[src/rtl/prefix_bit_unit.sv]
module prefix_bit_unit (
  input  logic       clk,
  input  logic       rst_n,
  input  logic       in_valid,
  input  logic [7:0] opcode,
  input  logic [7:0] operand,
  input  logic [3:0] flags_in,
  output logic       out_valid,
  output logic [7:0] result,
  output logic       wr_en,
  output logic [2:0] reg_sel,
  output logic [3:0] flags_out
);
  localparam int DW   = 8;
  localparam int HALF = DW / 2;

  logic [1:0]    family;
  logic [2:0]    field;
  logic          cin;
  logic [DW-1:0] mask;
  logic [DW-1:0] nxt;
  logic          cout;
  logic [3:0]    nflags;
  logic          nwe;
  logic          we_q;

  assign family = opcode[7:6];
  assign field  = opcode[5:3];
  assign cin    = flags_in[0];
  assign mask   = DW'(1) << field;

  always_comb begin
    nxt    = operand;
    cout   = 1'b0;
    nwe    = 1'b1;
    nflags = flags_in;
    unique case (family)
      2'b00: begin
        unique case (field)
          3'd0: begin nxt = {operand[DW-2:0], operand[DW-1]}; cout = operand[DW-1]; end
          3'd1: begin nxt = {operand[0], operand[DW-1:1]};    cout = operand[0];    end
          3'd2: begin nxt = {operand[DW-2:0], cin};           cout = operand[DW-1]; end
          3'd3: begin nxt = {cin, operand[DW-1:1]};           cout = operand[0];    end
          3'd4: begin nxt = {operand[DW-2:0], 1'b0};          cout = operand[DW-1]; end
          3'd5: begin nxt = {operand[DW-1], operand[DW-1:1]}; cout = operand[0];    end
          3'd6: begin nxt = {operand[HALF-1:0], operand[DW-1:HALF]}; cout = 1'b0;   end
          default: begin nxt = {1'b0, operand[DW-1:1]};       cout = operand[0];    end
        endcase
        nflags = {nxt == '0, 1'b0, 1'b0, cout};
      end
      2'b01: begin
        nwe    = 1'b0;
        nflags = {~operand[field], 1'b0, 1'b1, cin};
      end
      2'b10:   nxt = operand & ~mask;
      default: nxt = operand | mask;
    endcase
  end

  always_ff @(posedge clk or negedge rst_n) begin
    if (!rst_n) begin
      out_valid <= 1'b0;
      result    <= '0;
      we_q      <= 1'b0;
      reg_sel   <= '0;
      flags_out <= '0;
    end else begin
      out_valid <= in_valid;
      if (in_valid) begin
        result    <= nxt;
        we_q      <= nwe;
        reg_sel   <= opcode[2:0];
        flags_out <= nflags;
      end
    end
  end

  assign wr_en = out_valid & we_q;
endmodule


[config.mk]
export PLATFORM = sky130hd
export DESIGN_NAME = prefix_bit_unit
export DESIGN_NICKNAME = d
export VERILOG_FILES = /design/src/rtl/prefix_bit_unit.sv
export SDC_FILE = /design/constraint.sdc
export NUM_CORES = 1
export LEC_CHECK = 0
export ABC_AREA = 1
export BUFFER_PORTS_ARGS = -buffer_cell sky130_fd_sc_hd__buf_4
export CORE_AREA = 2 2 49 69
export DETAILED_ROUTE_END_ITERATION = 8
export DIE_AREA = 0 0 51 71
export PLACE_DENSITY = 0.72
export SETUP_SLACK_MARGIN = 0.15
export SYNTH_ARGS = -nofsm -noshare
export SYNTH_HDL_FRONTEND = slang
export SYNTH_SLANG_ARGS = --single-unit
[constraint.sdc]
create_clock -name clk -period 0.8 [get_ports clk]
set_input_delay 0 -clock clk [delete_from_list [all_inputs] [get_ports clk]]
set_output_delay 0 -clock clk [all_outputs]
set_load 0.05 [all_outputs]
==> out/results.ini, run 1 <==
[sta]
setup_slack_ns=-0.181
fin_crit_ns=0.981
holdWs_ns=0.0105
finalHoldViolations=0
slew_headroom_pct=85.5
drv_slew=0
setup_viol=17
fin_skew_ns=0
worstMarginPinSlew_ns=0.218
fin_crit_sh_pct=123
clock.fmax_mhz=1020
rsz0062_at_grt=yes

[synthesis]
ys_ff_latch=17
synth_area_per_cell_um2=6.38
seq_area_frac_synth_pct=32.4
yosysTopAreaCellShare_pct=32.4
synth_fp_nets=229
yosysTopAreaCell=dfrtp_1
synthFlopType=dfrtp_1
synth_edf_count=0
yosys_warnings=0
ys_types=26
async_flop_share_pct=100
syn_inst=206
synthTopCellsByArea=dfrtp_1 32%, nand2_1 18%, nor2_1 8.8%, nand3_1 6.9%, o21ai_1 4.2%
synthesis.area_mm2=0.00132

[drt]
drt-pass1-iter-count=4
wl_met3_um=191
drc=0
vias=1741
met2_length_mm=2.74
viasPerCell=5.32
antenna_left=0
met1_length_mm=1.76
wl_mm=4.86
drtIter0Drc=51
top_layer_used=met4
routedWlPerCell_um=14.9

[setup_path]
required_ns=0.80
critPathBufInv=2
cpPeakStageDelay_ns=0.41
critPathArrivalTime_ns=0.98
crit_chain=nand2_2 > clkinvlp_4 > buf_8
cp_max_fo=2
startpoint_type=flop
path_delay_family=flip-flops
critPathKind=flop to output pin
cp_slowest_cell=dfrtp_2
cp-end-kind=output pin

[layout]
drive_gt1_share_pct=52.4
fin_util_pct=78.8
final_common_cell=buf_4
nets=312
fill_cells=230
areaGrowthSynthToFinish_pct=81.7
diodes=0
final_cell_mix=52 x buf_4, 48 x nand2_1, 21 x nor2_1, 21 x buf_6, 15 x nand3_1

[global_route]
overflow=0
grt_first_pass_wirelength_mm=7.47
antenna_found_initial=0
grt_max_degree=18
track_usage_pct=27.3
grt_pass1_vias=1613

[floorplan]
core-area_mm2=0.00303
ioPinCount=40
die-area_mm2=0.00362
core.rowCount=24
die_h_um=71
start_util_pct=43.4
die_width_um=51

[clocking]
h-tree-depth=1
clock_latency_ns=0.25
clkTransAtPathRegs_ns=0.07
cts_made_buffers=3
cts_num_sinks=17
cts_tree=done
ctsRootBufferMaster=clkbuf_8
cts_buffer_depth=2

[outcome]
failed_checks=setup timing
status=finished with violations

[power_and_ir_drop]
p_int_mw=1.97
netSwitchingFraction_pct=38.8
power_frac_comb_pct=47.7
cellLeakagePower_nw=1.16
switching_power_mw=1.25
power.density_mw_per_mm2=1350
p_clk_share_pct=19.9
ir_drop_uv=905
p_seq_share_pct=32.4

[place]
place_congestion=0.959
port_buffers=39
dp_hpwl_mm=3.54

[hold_path]
hold_path_class=input port to flop

[job]
cap_violations=0

cells in the mapped netlist (2+ instances only):
| cell | n |
|---|---|
| o21ai_1 | 11 |
| nand4_1 | 4 |
| o21ai_0 | 9 |
| nand3_2 | 4 |
| buf_6 | 3 |
| nand2_1 | 63 |
| dfrtp_1 | 17 |
| nand3_1 | 18 |
| a21oi_1 | 10 |
| clkbuf_1 | 3 |
| nor2_1 | 31 |
| buf_2 | 2 |
| o22ai_1 | 3 |
| inv_2 | 6 |
| nor2_2 | 4 |
| inv_1 | 7 |
| o211ai_1 | 2 |
per-layer routing:
| layer | vias to the layer above | GRT usage, % |
|---|---|---|
| met4 | 0 | 13.8 |
| li1 | 846 | - |
| met1 | 813 | 28.6 |
| met5 | - | 0 |
| met2 | 66 | 51.4 |
| met3 | 16 | 3.16 |
worst register-to-register path, stage by stage (launching register included):
cell	delay (ns)
dfrtp_2	0.41
buf_4	0.14
nor2_2	0.08
a21oi_1	0.05
flip-flops by register name (all words and copies together) (netlist names):
signal / cells
flags_out: 4
out_valid: 1
reg_sel: 3
result: 8
we_q: 1
final timing paths:
path	startpoint	end	slack [ns]	depth (start not counted)
min in group asynchronous	rst_n	result[7]$_DFFE_PN0P_	0.13	2
hold / removal	flags_in[1]	flags_out[1]$_DFFE_PN0P_	0.01	3
setup / recovery	out_valid$_DFF_PN0_	wr_en	-0.18	3
hold reg to reg	result[5]$_DFFE_PN0P_	result[5]$_DFFE_PN0P_	0.50	2
setup reg to reg	flags_out[0]$_DFFE_PN0P_	flags_out[0]$_DFFE_PN0P_	0.01	3
max in group asynchronous	rst_n	result[1]$_DFFE_PN0P_	0.46	2
repair_timing:
item	4_1_cts	5_1_grt
setup endpoints to repair	27	33
gates resized for setup	47	32
buffers inserted	4	4
hold buffers	5	0
pin swaps	15	14
endpoints found under the hold margin	21	0
cell type report:
type	count	area, µm²	area share, %
sequential	17	443	18.5
timing repair buffer	87	835	34.9
inverter	14	66.3	2.77
multi-input combinational	166	951	39.8
clock inverter	1	5.00	0.209
tap	39	48.8	2.04
clock buffer	3	41.3	1.73
power by group through the flow:
stage | sequential (mW) | clock [mW] | combinational (mW)
floorplan | 1.34 | 0 | 0.429
global placement | 1.03 | 0 | 1.25
detailed placement | 1.04 | 0 | 1.26
CTS | 1.04 | 0.637 | 1.43
global route | 1.05 | 0.681 | 1.63
finish | 1.05 | 0.641 | 1.54
through the flow:
stage	TNS (ns)	setup slack (ns)	area [µm²]	total power, mW	cells
after global routing	-1.04	-0.215	2390	3.36	327
final	-0.651	-0.181	2390	3.23	327
after global placement	-2.26	-0.329	1940	2.28	310
after CTS	-0.552	-0.179	2250	3.11	323
after detailed placement	-2.26	-0.298	1940	2.29	310
after floorplan	-0.288	-0.0751	1390	1.77	206
cell families (layout without fill, tap and decap cells):
| kind of cell | after synthesis | in the layout | synth area share, % |
|---|---|---|---|
| simple gates | 128 | 128 | 42.8 |
| compound gates | 38 | 38 | 15.9 |
| flops | 17 | 17 | 32.4 |
| buf+inv | 23 | 105 | 8.94 |
No activity file was read; power rests on OpenSTA's default activity.
==> inputs of run 2 (changes only) <==
--- a/config.mk
+++ b/config.mk
@@ -7,10 +7,10 @@
 export LEC_CHECK = 0
 export ABC_AREA = 1
 export BUFFER_PORTS_ARGS = -buffer_cell sky130_fd_sc_hd__buf_4
-export CORE_AREA = 2 2 49 69
+export CORE_AREA = 5 5 52 72
 export DETAILED_ROUTE_END_ITERATION = 8
-export DIE_AREA = 0 0 51 71
-export PLACE_DENSITY = 0.72
+export DIE_AREA = 0 0 57 77
+export PLACE_DENSITY_LB_ADDON = 0.15
 export SETUP_SLACK_MARGIN = 0.15
 export SYNTH_ARGS = -nofsm -noshare
 export SYNTH_HDL_FRONTEND = slang
==> run 2 against run 1 <==
Against the previous run: the flow still finishes with violations (setup timing); critical path depth unchanged; final cell count increased by 3.1%; largest power group unchanged; first-iteration DRC count increased by 35%; flip-flop and latch count unchanged; largest cell class unchanged.
==> out/results.ini, run 2 (synthesized netlist as in run 1, its figures left out) <==
[sta]
finalHoldViolations=0
fin_crit_ns=1.00
drv_slew=0
clock.fmax_mhz=995
fin_skew_ns=0
fin_crit_sh_pct=126
setup_viol=16
rsz0062_at_grt=yes
setup_slack_ns=-0.205
fin_setup_tns_ns=-0.548
slew_headroom_pct=80.1
worstMarginPinSlew_ns=0.296
holdWs_ns=0.0652

[layout]
final_cell_mix=48 x buf_4, 47 x nand2_1, 31 x buf_6, 18 x nor2_1, 15 x nand2_2
fin_cells=337
diodes=0
top_register=result
drive_gt1_share_pct=56.4
largest_register_ffs=8
fin_util_pct=84.6
nets=322
final_common_cell=buf_4
areaGrowthSynthToFinish_pct=97.0
top_regs=result (8), flags_out (4), reg_sel (3)
regArea_um2=443
fill_cells=194
multi_input_area_um2=981

[power_and_ir_drop]
netSwitchingFraction_pct=38.3
cellLeakagePower_nw=1.24
power.density_mw_per_mm2=1270
p_clk_share_pct=18.5
switching_power_mw=1.26
power_frac_comb_pct=50.0
p_seq_share_pct=31.5
finalPower_mw=3.30
ir_drop_uv=937
p_int_mw=2.04

[place]
port_buffers=39
dp.cells=315
place_congestion=0.927
dp_hpwl_mm=3.64

[global_route]
met3_usage_pct=2.35
grt-busiest-layer=met2
overflow=0
antenna_found_initial=0
grt_first_pass_wirelength_mm=8.76
grt_max_degree=18
grt.met1_usage_pct=24.7
grt_pass1_vias=1964
grtUsageMet2_pct=46.9
track_usage_pct=25.3

[setup_path]
startpoint_type=flop
cp-end-kind=output pin
cp_max_fo=2
required_ns=0.80
critPathArrivalTime_ns=1.00
critPathKind=flop to output pin

[drt]
drtIter0Drc=69
wl_mm=5.43
viasPerCell=5.45
drc=0
vias=1837
drt-pass1-iter-count=4
antenna_left=0
routedWlPerCell_um=16.1

[clocking]
cts_tree=done
h-tree-depth=1
cts_num_sinks=17
cts_buffer_depth=2
cts_made_buffers=3
clock_latency_ns=0.25
clkTransAtPathRegs_ns=0.06
ctsRootBufferMaster=clkbuf_8

[floorplan]
die_width_um=57
start_util_pct=42.9
core.rowCount=24
die_h_um=77
die-area_mm2=0.00439
core-area_mm2=0.00306
ioPinCount=40

[hold_path]
hold_path_class=input port to flop

[job]
cap_violations=0

[outcome]
failed_checks=setup timing
status=finished with violations

run 2: changes by cell type in the layout (fill, tap and decap cells not counted), sizes merged:
cell and change:
clkbuf +1, buf +8, dlymetal6s4s +1
run 2: final cells by class:
cell class | instances | area share [%]
Inverter | 14 | 3.53
Clock buffer | 4 | 1.74
Timing Repair Buffer | 96 | 37.5
Sequential cell | 17 | 17.1
Multi-Input combinational cell | 166 | 37.9
Timing Repair inverter | 1 | 0.338
Tap cell | 39 | 1.88
run 2: final timing paths:
kind                                               start                       end  slack [ns]  cells after the start
worst max register to register  flags_out[0]$_DFFE_PN0P_  flags_out[0]$_DFFE_PN0P_        0.04                      3
worst min register to register    reg_sel[2]$_DFFE_PN0P_    reg_sel[2]$_DFFE_PN0P_        0.49                      2
worst max-delay path                    we_q$_DFFE_PN0P_                     wr_en       -0.20                      3
worst min-delay path                         flags_in[1]  flags_out[1]$_DFFE_PN0P_        0.07                      3
min in group asynchronous                          rst_n  flags_out[2]$_DFFE_PN0P_        0.14                      2
max in group asynchronous                          rst_n    reg_sel[2]$_DFFE_PN0P_        0.45                      2
run 2: worst max-delay path: stages, from the launching register on:
cell,delay (ns)
dfrtp_1,0.40
nand2_2,0.10
clkinvlp_4,0.10
buf_8,0.15
run 2: metrics by stage:
stage	setup WS, ns	instance area, µm²
global route	-0.221	2590
detailed placement	-0.520	1940
floorplan	-0.0751	1390
CTS	-0.163	2470
global placement	-0.530	1940
finish	-0.205	2590
run 2: power groups by stage:
stage	combinational (mW)	sequential (mW)	clock [mW]
after floorplan	0.429	1.34	0
after global placement	1.25	1.03	0
after detailed placement	1.25	1.03	0
after CTS	1.53	1.03	0.622
after global routing	1.75	1.05	0.670
final	1.65	1.04	0.612
run 2: routing by layer:
layer,vias to the layer above,wire [µm]
met5,-,0
met4,0,361
li1,867,-
met3,32,277
met2,81,2910
met1,857,1880
run 2: what timing repair did:
action | in CTS | in global routing
setup buffers | 7 | 3
pin swaps | 34 | 24
hold buffers | 6 | 0
resized for setup | 86 | 29
gates cloned | 2 | 0
endpoints found under the setup margin | 28 | 33
hold endpoints to repair | 22 | 0
==> inputs of run 3 (changes only) <==
--- a/config.mk
+++ b/config.mk
@@ -5,11 +5,11 @@
 export SDC_FILE = /design/constraint.sdc
 export NUM_CORES = 1
 export LEC_CHECK = 0
-export ABC_AREA = 1
+export ABC_AREA = 0
 export BUFFER_PORTS_ARGS = -buffer_cell sky130_fd_sc_hd__buf_4
-export CORE_AREA = 5 5 52 72
+export CORE_AREA = 5 5 52 73
 export DETAILED_ROUTE_END_ITERATION = 8
-export DIE_AREA = 0 0 57 77
+export DIE_AREA = 0 0 57 78
 export PLACE_DENSITY_LB_ADDON = 0.15
 export SETUP_SLACK_MARGIN = 0.15
 export SYNTH_ARGS = -nofsm -noshare
==> run 3 against run 2 <==
Against the previous run: the flow finishes with violations (hold timing, setup timing); power increased by 3.4%; clock-buffer cell count unchanged; non-clock buffer count shrank 6; worst hold slack worse by 0.080 ns; sequential power about the same; critical path depth rose by 1; sequential share of layout area fell by 0.45 points; area after synthesis grew 5.7%; critical endpoint is now flags_out[3]$_DFFE_PN0P_; largest cell class unchanged; largest power group unchanged.
==> out/results.ini, run 3 <==
[outcome]
status=finished with violations
failed_checks=hold timing, setup timing

[layout]
areaGrowthSynthToFinish_pct=90.3
largest_register_ffs=8
diodes=0
fill_cells=165
top_regs=result (8), flags_out (4), reg_sel (3)
drive_gt1_share_pct=65.8
final_cell_mix=51 x buf_4, 23 x buf_6, 12 x dfrtp_2
top_register=result
regArea_um2=440
final_common_cell=buf_4
nets=258
multi_input_area_mm2=0.00116

[sta]
holdWs_ns=-0.0153
drv_slew=0
clock.fmax_mhz=1010
finalHoldViolations=3
fin_crit_ns=0.994
setup_slack_ns=-0.194
setup_viol=22
worstMarginPinSlew_ns=0.434
slew_headroom_pct=71.0
fin_crit_sh_pct=124
rsz0062_at_grt=yes
fin_setup_tns_ns=-1.15
fin_skew_ns=0

[power_and_ir_drop]
cellLeakagePower_nw=1.12
ir_drop_uv=817
p_int_mw=2.14
p_clk_share_pct=18.0
power.density_mw_per_mm2=1290
p_seq_share_pct=30.6
switching_power_mw=1.27
netSwitchingFraction_pct=37.2
power_frac_comb_pct=51.5

[setup_path]
critPathKind=flop to flop
critPathBufInv=0
reg2reg_slack_ns=-0.19
cp_max_fo=3
critPathArrivalTime_ns=1.14
crit_chain=nor2_4 > nor2_1 > nand4_1 > o31ai_1
r2r_end=flags_out[3]$_DFFE_PN0P_
r2r_cells=4
cpPeakStageDelay_ns=0.38
cp-end-kind=flop
startpoint_type=flop
path_delay_family=flip-flops
cp_slowest_cell=dfrtp_2
crit-reg2reg-launch=flags_out[3]$_DFFE_PN0P_
required_ns=0.95

[clocking]
cts_num_sinks=17
clock_latency_ns=0.24
cts_made_buffers=3
clkTransAtPathRegs_ns=0.06
cts_tree=done
cts_buffer_depth=2
ctsRootBufferMaster=clkbuf_8
h-tree-depth=1
cts-hold-fix-buffers=2

[global_route]
antenna_found_initial=0
grt_first_pass_wirelength_mm=7.96
grt_pass1_vias=1632
grt_max_degree=22
overflow=0
track_usage_pct=22.4

[synthesis]
ys_types=54
synthTopCellsByArea=dfrtp_1 31%, mux2_2 4.1%, a31oi_1 3.2%, a21oi_1 2.9%, and4b_1 2.9%
synth_area_per_cell_um2=8.91
yosysTopAreaCell=dfrtp_1
yosysTopAreaCellShare_pct=30.6
synthFlopType=dfrtp_1
synthesis.area_mm2=0.00139
synth.most_common_cell=dfrtp_1
synth_fp_nets=179
synth_top_cells_by_count=17 x dfrtp_1, 10 x nor2_1, 8 x a21oi_1, 8 x nand2_1, 7 x a31oi_1
ys_ff_latch=17
yosys_warnings=0
seq_area_frac_synth_pct=30.6
syn_inst=156
synth_edf_count=0
async_flop_share_pct=100

[job]
cap_violations=0

[floorplan]
die_width_um=57
core.rowCount=24
start_util_pct=45.4
core-area_mm2=0.00306
die_h_um=78
ioPinCount=40
die-area_mm2=0.00445

[place]
place_congestion=0.909
dp_slack_ns=-0.423
port_buffers=39
dp_hpwl_mm=3.33

[drt]
vias=1657
drt-pass1-iter-count=4
routedWlPerCell_um=20.4
drtIter0Drc=78
antenna_left=0
viasPerCell=6.07
drc=0
wl_mm=5.56

[hold_path]
hold_path_class=input port to flop
min-delay-start=opcode[2]
min_path_cells=2
hold_end=reg_sel[2]$_DFFE_PN0P_

## run 3: cell types whose count changed after synthesis, moves of 7 or more
cell     previous run  this run
nand3_1            18         3
a31oi_1             0         7
nand2_1            63         8
o21ai_1            11         3
nor2_1             31        10
## run 3: worst max path at each step
| stage | from | endpoint | slack [ns] | cells after the start |
|---|---|---|---|---|
| floorplan | opcode[4] | flags_out[3]$_DFFE_PN0P_ | -0.25 | 5 |
| global route | flags_out[3]$_DFFE_PN0P_ | flags_out[3]$_DFFE_PN0P_ | -0.23 | 4 |
| CTS | flags_out[3]$_DFFE_PN0P_ | flags_out[3] | -0.15 | 2 |
| global placement | opcode[5] | flags_out[3]$_DFFE_PN0P_ | -0.39 | 5 |
| finish | flags_out[3]$_DFFE_PN0P_ | flags_out[3]$_DFFE_PN0P_ | -0.19 | 4 |
| detailed placement | opcode[5] | flags_out[3]$_DFFE_PN0P_ | -0.42 | 5 |
## run 3: what timing repair did
item | CTS | global route
gates resized for setup | 65 | 41
endpoints found under the setup margin | 31 | 33
endpoints found under the hold margin | 21 | 3
pin swaps | 28 | 20
buffers inserted | 6 | 5
gates cloned | 1 | 0
## run 3: logic make-up (layout without fill, tap and decap cells)
group | count (synthesis) | count (layout) | synth area share (%)
AO/OA/AOI/OAI | 56 | 56 | 30.0
buffers and inverters | 21 | 99 | 8.55
flip-flops | 17 | 17 | 30.6
multiplexers | 10 | 10 | 8.64
AND/OR/NAND/NOR | 52 | 52 | 22.2
## run 3: final cells by class
type	instances	share of cell area (%)
inverters	5	0.851
clock buffers	4	1.70
well taps	39	1.84
repair buffers	90	35.1
flip-flops and latches	17	16.7
multi-input cells	118	43.9
## run 3: layer usage
| layer | track usage [%] | routed length [µm] | up-vias | share of wire, % |
|---|---|---|---|---|
| met2 | 43.6 | 2960 | 102 | 53 |
| met3 | 2.99 | 356 | 23 | 6.4 |
| li1 | - | - | 750 | - |
| met5 | 0 | 0 | - | 0 |
| met1 | 24.2 | 2010 | 782 | 36 |
| met4 | 7.19 | 227 | 0 | 4.1 |
## run 3: stage by stage
stage          cells  utilization (%)  power (mW)  area, µm²
3_3_place_gp     255             64.4        2.29       1970
5_1_grt          273             86.4        3.56       2650
3_5_place_dp     255             64.4        2.32       1970
4_1_cts          268             78.9        3.23       2420
2_1_floorplan    156                -        1.81       1440
6_report         273             86.4        3.41       2650
## run 3: power groups by stage
stage	combinational [mW]	clock, mW	sequential, mW
3_5_place_dp	1.29	0	1.04
4_1_cts	1.56	0.629	1.04
5_1_grt	1.83	0.670	1.05
6_report	1.76	0.613	1.04
2_1_floorplan	0.459	0	1.35
3_3_place_gp	1.26	0	1.03
